<file path="config.mk">
export PLATFORM = sky130hd
export DESIGN_NAME = sdcmd_issue
export DESIGN_NICKNAME = d
export VERILOG_FILES = /design/src/rtl/sdcmd_pkg.sv /design/src/rtl/sdcmd_handshake.sv /design/src/rtl/sdcmd_resp_eval.sv /design/src/rtl/sdcmd_issue.sv
export SDC_FILE = /design/constraint.sdc
export NUM_CORES = 1
export LEC_CHECK = 0
export ABC_CLOCK_PERIOD_IN_PS = 1600
export BUFFER_PORTS_ARGS = -buffer_cell sky130_fd_sc_hd__buf_2
export CAP_MARGIN = 10
export CORE_UTILIZATION = 44
export DETAILED_ROUTE_END_ITERATION = 16
export PLACE_DENSITY_LB_ADDON = 0.25
export REMOVE_ABC_BUFFERS = 1
export SETUP_SLACK_MARGIN = 0.15
export SYNTH_ARGS = -nofsm -noshare
export SYNTH_HDL_FRONTEND = slang
export SYNTH_SLANG_ARGS = --single-unit
</file>
<file path="constraint.sdc">
create_clock -name clk -period 1.6 [get_ports clk]
set_input_delay 0.08 -clock clk [delete_from_list [all_inputs] [get_ports clk]]
set_output_delay 0.08 -clock clk [all_outputs]
set_load 0.02 [all_outputs]
</file>
<file path="src/rtl/sdcmd_pkg.sv">
package sdcmd_pkg;

    localparam int CMD_W      = 16;
    localparam int IDX_W      = 6;
    localparam int STAT_W     = 11;

    localparam int START_B    = 15;
    localparam int FAIL_B     = 14;
    localparam int BUSYW_B    = 11;
    localparam int NORSP_B    = 10;
    localparam int LONG_B     = 9;

    localparam int ST_BUSY_B  = 10;
    localparam int ST_TOUT_B  = 6;
    localparam int CFG_BUSY_B = 10;

    typedef enum logic [1:0] {
        SEL_CMD  = 2'd0,
        SEL_ARG  = 2'd1,
        SEL_CFG  = 2'd2,
        SEL_STAT = 2'd3
    } reg_sel_e;

    typedef enum logic [1:0] {
        PH_IDLE = 2'd0,
        PH_REQ  = 2'd1,
        PH_WAIT = 2'd2
    } phase_e;

endpackage

</file>
<file path="src/rtl/sdcmd_handshake.sv">
module sdcmd_handshake
    import sdcmd_pkg::*;
(
    input  logic clk,
    input  logic rst_n,
    input  logic start_i,
    input  logic req_ready_i,
    input  logic rsp_valid_i,
    output logic req_valid_o,
    output logic rsp_ready_o,
    output logic done_o,
    output logic busy_o
);

    typedef struct packed {
        phase_e phase;
    } hs_state_t;

    hs_state_t st_d, st_q;

    always_comb begin
        st_d = st_q;
        unique case (st_q.phase)
            PH_IDLE: if (start_i)     st_d.phase = PH_REQ;
            PH_REQ:  if (req_ready_i) st_d.phase = PH_WAIT;
            PH_WAIT: if (rsp_valid_i) st_d.phase = PH_IDLE;
            default:                  st_d.phase = PH_IDLE;
        endcase
    end

    always_ff @(posedge clk or negedge rst_n) begin
        if (!rst_n) st_q <= '{phase: PH_IDLE};
        else        st_q <= st_d;
    end

    assign req_valid_o = (st_q.phase == PH_REQ);
    assign rsp_ready_o = (st_q.phase == PH_WAIT);
    assign done_o      = (st_q.phase == PH_WAIT) && rsp_valid_i;
    assign busy_o      = (st_q.phase != PH_IDLE);

endmodule

</file>
<file path="src/rtl/sdcmd_resp_eval.sv">
module sdcmd_resp_eval #(
    parameter int WORD_W    = 32,
    parameter int RSP_BYTES = 16,
    localparam int WB       = WORD_W / 8,
    localparam int WORDS    = RSP_BYTES / WB,
    localparam int RSP_W    = RSP_BYTES * 8,
    localparam int LEN_W    = $clog2(RSP_BYTES) + 1
) (
    input  logic             no_rsp_i,
    input  logic             long_i,
    input  logic [LEN_W-1:0] len_i,
    input  logic [RSP_W-1:0] bytes_i,
    input  logic             err_i,
    output logic             fail_o,
    output logic             load_o,
    output logic [RSP_W-1:0] words_o
);

    localparam logic [LEN_W-1:0] SHORT_LEN = LEN_W'(WB);
    localparam logic [LEN_W-1:0] LONG_LEN  = LEN_W'(RSP_BYTES);

    logic [RSP_W-1:0] long_words;
    logic [RSP_W-1:0] short_words;
    logic             len_bad;

    for (genvar w = 0; w < WORDS; w++) begin : g_word
        for (genvar b = 0; b < WB; b++) begin : g_byte
            assign long_words[w*WORD_W + (WB-1-b)*8 +: 8] =
                bytes_i[((WORDS-1-w)*WB + b)*8 +: 8];
            if (w == 0) begin : g_short0
                assign short_words[(WB-1-b)*8 +: 8] = bytes_i[b*8 +: 8];
            end else begin : g_shortz
                assign short_words[w*WORD_W + (WB-1-b)*8 +: 8] = 8'h00;
            end
        end
    end

    always_comb begin
        len_bad = 1'b0;
        if (len_i == '0)                            len_bad = 1'b1;
        if (len_i == SHORT_LEN && long_i)           len_bad = 1'b1;
        if (len_i != SHORT_LEN && len_i != LONG_LEN) len_bad = 1'b1;

        if (no_rsp_i) begin
            fail_o = err_i;
            load_o = 1'b0;
        end else begin
            fail_o = err_i | len_bad;
            load_o = ~(err_i | len_bad);
        end
        words_o = (len_i == LONG_LEN) ? long_words : short_words;
    end

endmodule

</file>
<file path="src/rtl/sdcmd_issue.sv">
module sdcmd_issue
    import sdcmd_pkg::*;
#(
    parameter int ARG_W     = 32,
    parameter int RSP_BYTES = 16,
    localparam int RSP_W    = RSP_BYTES * 8,
    localparam int LEN_W    = $clog2(RSP_BYTES) + 1
) (
    input  logic              clk,
    input  logic              rst_n,
    input  logic              reg_we_i,
    input  logic [1:0]        reg_sel_i,
    input  logic [ARG_W-1:0]  reg_wdata_i,
    output logic [CMD_W-1:0]  cmd_o,
    output logic [STAT_W-1:0] status_o,
    output logic [RSP_W-1:0]  rsp_o,
    output logic              irq_o,
    output logic              req_valid_o,
    input  logic              req_ready_i,
    output logic [IDX_W-1:0]  req_index_o,
    output logic [ARG_W-1:0]  req_arg_o,
    input  logic              rsp_valid_i,
    output logic              rsp_ready_o,
    input  logic [LEN_W-1:0]  rsp_len_i,
    input  logic [RSP_W-1:0]  rsp_bytes_i,
    input  logic              rsp_err_i
);

    typedef struct packed {
        logic [CMD_W-1:0]  cmd;
        logic [ARG_W-1:0]  arg;
        logic              busy_en;
        logic [STAT_W-1:0] status;
        logic [RSP_W-1:0]  rsp;
    } regs_t;

    regs_t r_d, r_q;

    logic             hs_busy, hs_done, start;
    logic             ev_fail, ev_load;
    logic [RSP_W-1:0] ev_words;
    logic             wr_cmd, wr_arg, wr_cfg, wr_stat;

    always_comb begin
        wr_cmd  = reg_we_i && (reg_sel_i == SEL_CMD)  && !hs_busy;
        wr_arg  = reg_we_i && (reg_sel_i == SEL_ARG)  && !hs_busy;
        wr_cfg  = reg_we_i && (reg_sel_i == SEL_CFG);
        wr_stat = reg_we_i && (reg_sel_i == SEL_STAT);
        start   = wr_cmd && reg_wdata_i[START_B];
    end

    sdcmd_handshake u_hs (
        .clk         (clk),
        .rst_n       (rst_n),
        .start_i     (start),
        .req_ready_i (req_ready_i),
        .rsp_valid_i (rsp_valid_i),
        .req_valid_o (req_valid_o),
        .rsp_ready_o (rsp_ready_o),
        .done_o      (hs_done),
        .busy_o      (hs_busy)
    );

    sdcmd_resp_eval #(
        .WORD_W    (32),
        .RSP_BYTES (RSP_BYTES)
    ) u_eval (
        .no_rsp_i (r_q.cmd[NORSP_B]),
        .long_i   (r_q.cmd[LONG_B]),
        .len_i    (rsp_len_i),
        .bytes_i  (rsp_bytes_i),
        .err_i    (rsp_err_i),
        .fail_o   (ev_fail),
        .load_o   (ev_load),
        .words_o  (ev_words)
    );

    always_comb begin
        r_d = r_q;
        if (wr_cmd)  r_d.cmd     = reg_wdata_i[CMD_W-1:0];
        if (wr_arg)  r_d.arg     = reg_wdata_i;
        if (wr_cfg)  r_d.busy_en = reg_wdata_i[CFG_BUSY_B];
        if (wr_stat) r_d.status  = r_q.status & ~reg_wdata_i[STAT_W-1:0];
        if (hs_done) begin
            r_d.cmd[START_B] = 1'b0;
            if (ev_fail) begin
                r_d.cmd[FAIL_B]       = 1'b1;
                r_d.status[ST_TOUT_B] = 1'b1;
            end else begin
                if (ev_load) r_d.rsp = ev_words;
                if (r_q.cmd[BUSYW_B] && r_q.busy_en)
                    r_d.status[ST_BUSY_B] = 1'b1;
            end
        end
    end

    always_ff @(posedge clk or negedge rst_n) begin
        if (!rst_n) r_q <= '0;
        else        r_q <= r_d;
    end

    assign cmd_o       = r_q.cmd;
    assign status_o    = r_q.status;
    assign rsp_o       = r_q.rsp;
    assign irq_o       = r_q.status[ST_BUSY_B];
    assign req_index_o = r_q.cmd[IDX_W-1:0];
    assign req_arg_o   = r_q.arg;

endmodule

</file>
# Word-level counts from Yosys, hierarchy flattened
# Cells that the tools add are included.
# op_classes
n_eq_ne	12
mux	19
bitwise	5
n_reduce_logical	19
# op_table
operator	count
128-bit two-way mux	1
16-bit two-way mux	1
11-bit bitwise AND	1
1-bit logical AND	11
1-bit two-way mux	11
11-bit two-way mux	1
11-bit NOT	1
2-bit two-way mux	4
2-bit equality test (second input constant)	3
2-bit case mux with 3 select lines	1
3-bit AND reduction	2
5-bit by 3-bit equality test with 1-bit output (second input constant)	1
5-bit equality test (second input constant)	1
5-bit zero test	1
5-bit by 3-bit inequality test with 1-bit output (second input constant)	1
5-bit inequality test (second input constant)	1
2-bit by 1-bit equality test with 1-bit output (second input constant)	2
2-bit zero test	2
2-bit inequality test (second input constant)	2
2-bit nonzero test	2
2-bit by 1-bit inequality test with 1-bit output (second input constant)	1
1-bit NOT	2
1-bit zero test	1
1-bit bitwise OR	1
# totals
reg_bits	190
inputBits	173
output_inout_bits	196
word_cells	64

# Depth between registers and ports, before layout
# depth
word_depth	8
depth_mapped	8
mapped_depth_nobuf	4

# Hierarchy
# A second synthesis with hierarchy kept.
# unflattened
cells_unflattened	761
hier_area_um2	9673.0
# by_module_without_submodules
module	n_inst	cells_each	area_each_um2
sdcmd_issue	1	603	8483.1
sdcmd_resp_eval	1	148	1089.8
sdcmd_handshake	1	10	100.1

# Worst setup path after synthesis
# Ideal clock, no wire load.
# synth_path
kind	register to register
start	register u_hs.st_q[0] (netlist bit)
end	register r_q (netlist bit cmd_o[11])
arrival_ns	1.517
required_time_ns	1.475
setup_slack_ns	-0.042
stages_incl_launch_ff	6
path_buffers	2
period_less_slack_ns	1.642
path_cell_list	dfrtp_1 > nor4b_1 > nor2b_1 > buf_4 > buf_4 > mux2_2
# synth_between
elab_chain_cells	3
# synth_lines
item	line	source
from (decl)	sdcmd_handshake.sv:19	hs_state_t st_d, st_q;
from (signal assigned)	sdcmd_handshake.sv:32	if (!rst_n) st_q <= '{phase: PH_IDLE};
from (signal assigned)	sdcmd_handshake.sv:33	else st_q <= st_d;
2-bit nonzero test	sdcmd_handshake.sv:39	assign busy_o = (st_q.phase != PH_IDLE);
1-bit zero test	sdcmd_issue.sv:45	wr_cmd = reg_we_i && (reg_sel_i == SEL_CMD) && !hs_busy;
1-bit logical AND	sdcmd_issue.sv:45	
to (signal assigned)	sdcmd_issue.sv:99	else r_q <= r_d;
to (decl)	sdcmd_issue.sv:37	regs_t r_d, r_q;
# No other way between the ends.
# A chain may end at the register's enable or synchronous reset.

# Worst setup path after layout
# layout_path
start	register u_hs.st_q[0] (netlist bit)
end	register r_q (netlist bit rsp_o[44])
# layout_between
elab_chain_cells	3
# layout_lines
item	line	source
2-bit equality test	sdcmd_handshake.sv:38	assign done_o = (st_q.phase == PH_WAIT) && rsp_valid_i;
1-bit logical AND	sdcmd_handshake.sv:38	
3-bit AND reduction (no source line)	n/a	
# No other way between the ends.

==> reports/qor.csv <==
stage,metric,value,unit
cts,clock_latency,0.42,ns
grt,via_count_of_the_first_global_routing_pass,7403,
grt,globalRoute.totalOverflow,0,
layout,n_antenna_cell,0,
grt,grt_pass1_wl,40050,um
floorplanning,die-height,145.7,um
setup_path,timing.critical_path.cells,and4bb_2 > o2111ai_4 > buf_12 > buf_12 > clkbuf_16 > nand2_2 > o21ai_1,
grt,grt_antenna_before_repair,0,
cts,cts_tree,yes,
setup_path,critical_path_required,1.91,ns
placement,routabilityCongestion,0.7992,
logic_synthesis,ys_warn_count,0,
detailed_routing,drt_pre_antenna_iters,6,
floorplanning,io_pins,369,
power_and_ir_drop,power.density_cell_area,930.1,nW/um^2
layout,layout.filler_cells,1615,
setup_path,worst_path_max_delay_cell,sky130_fd_sc_hd__dfrtp_1,
floorplanning,initial_core_util,0.4490,
cts,h-tree-depth,4,
detailed_routing,drc,0,
detailed_routing,drtAntennaViolNets,0,
logic_synthesis,post_synth_num_cell_types,26,
sta,finalWorstSetupSlack,-0.07535,ns
logic_synthesis,summed_instance_area_of_the_synthesized_netlist,9086,um^2
detailed_routing,detailedRoute.firstIterationViolations,299,
setup_path,worstSetupStartpoint,u_hs.st_q[0],
setup_path,timing_worst_setup_path_type,flop to flop,
setup_path,worst_r2r_startpoint,u_hs.st_q[0],
setup_path,timing.critical_path.from_type,flop,
sta,period_needed,1.675,ns
setup_path,timing.critical_path.slowest_cell_delay,0.41,ns
sta,fmaxAchievable,596.9,MHz
layout,layoutNonFillerInstCount,1537,
layout,post_route_cells_drive_above_1_share,0.4278,
layout,final_net_count,1428,
power_and_ir_drop,power_leakage,6.306,nW
sta,maxSlewViolCount,0,
layout,syn_to_final_growth,40.83,%
grt,grt_start_max_net_pins,61,
cts,worst_setup_hold_path_clk_slew,0.07,ns
setup_path,path_buf_inv,3,
sta,final_setup_violation_count,105,
sta,period_share,1.047,
hold_path,holdCritPathClass,input pin to flop,
setup_path,arrival,1.99,ns
layout,multi_input_combinational_cell_area,2856,um^2
detailed_routing,avgRoutedWirePerCell,17.30,um
detailed_routing,vias_per_cell,4.804,
logic_synthesis,synthDominantCellAreaShare,0.5233,
setup_path,crit_end_element,flop,
layout,seqCellArea,4755,um^2
placement,dp_slack,-0.1484,ns
detailed_routing,via_count,7384,
setup_path,timing.critical_path.max_delay_family,buffers and inverters,
sta,worst_clock_skew,0.008260,ns
sta,maxSlewHeadroom,0.7381,
logic_synthesis,syn_avg_cell_area,10.05,um^2
setup_path,crit_top_cell,sky130_fd_sc_hd__buf_12,
placement,place_hpwl,15030,um
cts,cts_root_buf,sky130_fd_sc_hd__clkbuf_16,
logic_synthesis,post_synth_inst_count,904,
sta,holdWs,0.02993,ns
sta,timing_hold_violations_final,0,
logic_synthesis,synth_top_area_cell,sky130_fd_sc_hd__dfrtp_1,
floorplanning,row_count,52,
sta,rsz0062_at_grt,yes,
hold_path,hold_path_startpoint,rsp_bytes_i[122],
power_and_ir_drop,peakVddDrop,0.6642,mV
placement,port_buffers,368,
cts,clock_sinks,190,
floorplanning,die-area,21230,um^2
logic_synthesis,ys_seq_area_frac,0.5233,
cts,clock_tree.buffer_depth,2,
layout,layout_commonest_cell,sky130_fd_sc_hd__buf_2,
floorplanning,floorplan.core_area,20230,um^2
run,maximum_capacitance_violations,0,
grt,globalRouteTotalUtil,0.2402,
layout,final_cell_mix,"sky130_fd_sc_hd__buf_2, sky130_fd_sc_hd__nand2_1, sky130_fd_sc_hd__dfrtp_1",
power_and_ir_drop,design_power_total,11.90,mW
detailed_routing,totalWireLength,26590,um
cts,cts_buffers,17,
outcome,violations,setup timing,
floorplanning,die-width,145.7,um
outcome,outcome,finished with violations,
setup_path,cp_max_fo,6,
logic_synthesis,yosys_register_bits,190,
placement,place.detailed.instances,1326,
sta,worst-slew-pin-transition,0.3907,ns
logic_synthesis,synth_area_leaders,"sky130_fd_sc_hd__dfrtp_1, sky130_fd_sc_hd__buf_4, sky130_fd_sc_hd__nand2_1",
==> final timing paths <==
kind                                     end  slack [ns]  depth (start not counted)
worst max register to register     rsp_o[44]       -0.08                          7
worst max-delay path               rsp_o[44]       -0.08                          7
min in group asynchronous       req_arg_o[6]        0.14                          2
worst min-delay path                rsp_o[2]        0.03                          3
worst min register to register     rsp_o[17]        0.47                          2
max in group asynchronous         rsp_o[113]        0.82                          3
==> final cells by class <==
type	count	share of cell area
clock buffer	19	0.03383
clock inverter	12	0.01252
inverter	3	0.0008800
sequential	190	0.3716
multi-input combinational	470	0.2232
timing repair buffer	573	0.3316
tap	270	0.02640
==> through the flow <==
stage | TNS (ns) | area, um^2 | util
floorplan | -547.60 | 7363 | -
global placement | -4.157 | 9891 | 0.4888
detailed placement | -7.665 | 9891 | 0.4888
CTS | 0 | 12460 | 0.6157
global route | -12.43 | 12800 | 0.6324
finish | -3.274 | 12800 | 0.6324
==> report_power, final <==
| part | switching (mW) | leakage (nW) | total, mW | internal (mW) |
|---|---|---|---|---|
| registers | 0.194 | 2.55 | 5.34 | 5.15 |
| clock network | 1.91 | 0.276 | 4.38 | 2.47 |
| logic | 1.13 | 3.48 | 2.19 | 1.06 |
==> what timing repair did <==
item | CTS | global route
hold endpoints to repair | 378 | 0
resized for setup | 86 | 75
hold buffers | 163 | 0
cloned | 6 | 8
endpoints found under the setup margin | 177 | 178
pin swaps | 8 | 16
setup buffers | 2 | 1
==> kinds of logic (layout without fill, tap and decap cells) <==
group | after synthesis | after routing | synth area share
and+or+nand+nor | 244 | 244 | 0.1053
AOI/OAI and AO/OA | 146 | 146 | 0.08606
buffers and inverters | 244 | 607 | 0.1909
DFF | 190 | 190 | 0.5233
muxes | 80 | 80 | 0.09447
==> worst register-to-register path, cell delays in order, from the launching register on <==
cell and delay (ns):
sky130_fd_sc_hd__dfrtp_1 0.41, sky130_fd_sc_hd__and4bb_2 0.37, sky130_fd_sc_hd__o2111ai_4 0.17, sky130_fd_sc_hd__buf_12 0.22
sky130_fd_sc_hd__buf_12 0.14, sky130_fd_sc_hd__clkbuf_16 0.16, sky130_fd_sc_hd__nand2_2 0.05, sky130_fd_sc_hd__o21ai_1 0.05
==> metal layers <==
metal	global-route usage	share of wire	vias up
li1	-	-	3458
met4	0.09526	0.028	0
met5	0	0	-
met1	0.2948	0.41	3554
met2	0.4093	0.50	321
met3	0.05486	0.060	51
==> flip-flops by register name, indices dropped and copies added, names as in the netlist <==
name and flops:
rsp_o 128, req_arg_o 32, cmd_o 16, status_o 11
u_hs.st_q 2, r_q 1
==> cell usage after synthesis, drive strengths merged <==
library cell and number:
nor3 1, a21oi 1, o21ai 130, nand2 232, inv 3, nor4b 1, nor2 1, and4bb 1
a22o 2, and3 2, nor3b 1, a21boi 10, a32oi 1, and2 1, mux2i 34, a41o 1
o2111ai 1, buf 226, mux2 46, clkbuf 15, nor2b 4, dfrtp 190
No activity file was read; power rests on OpenSTA's default activity.
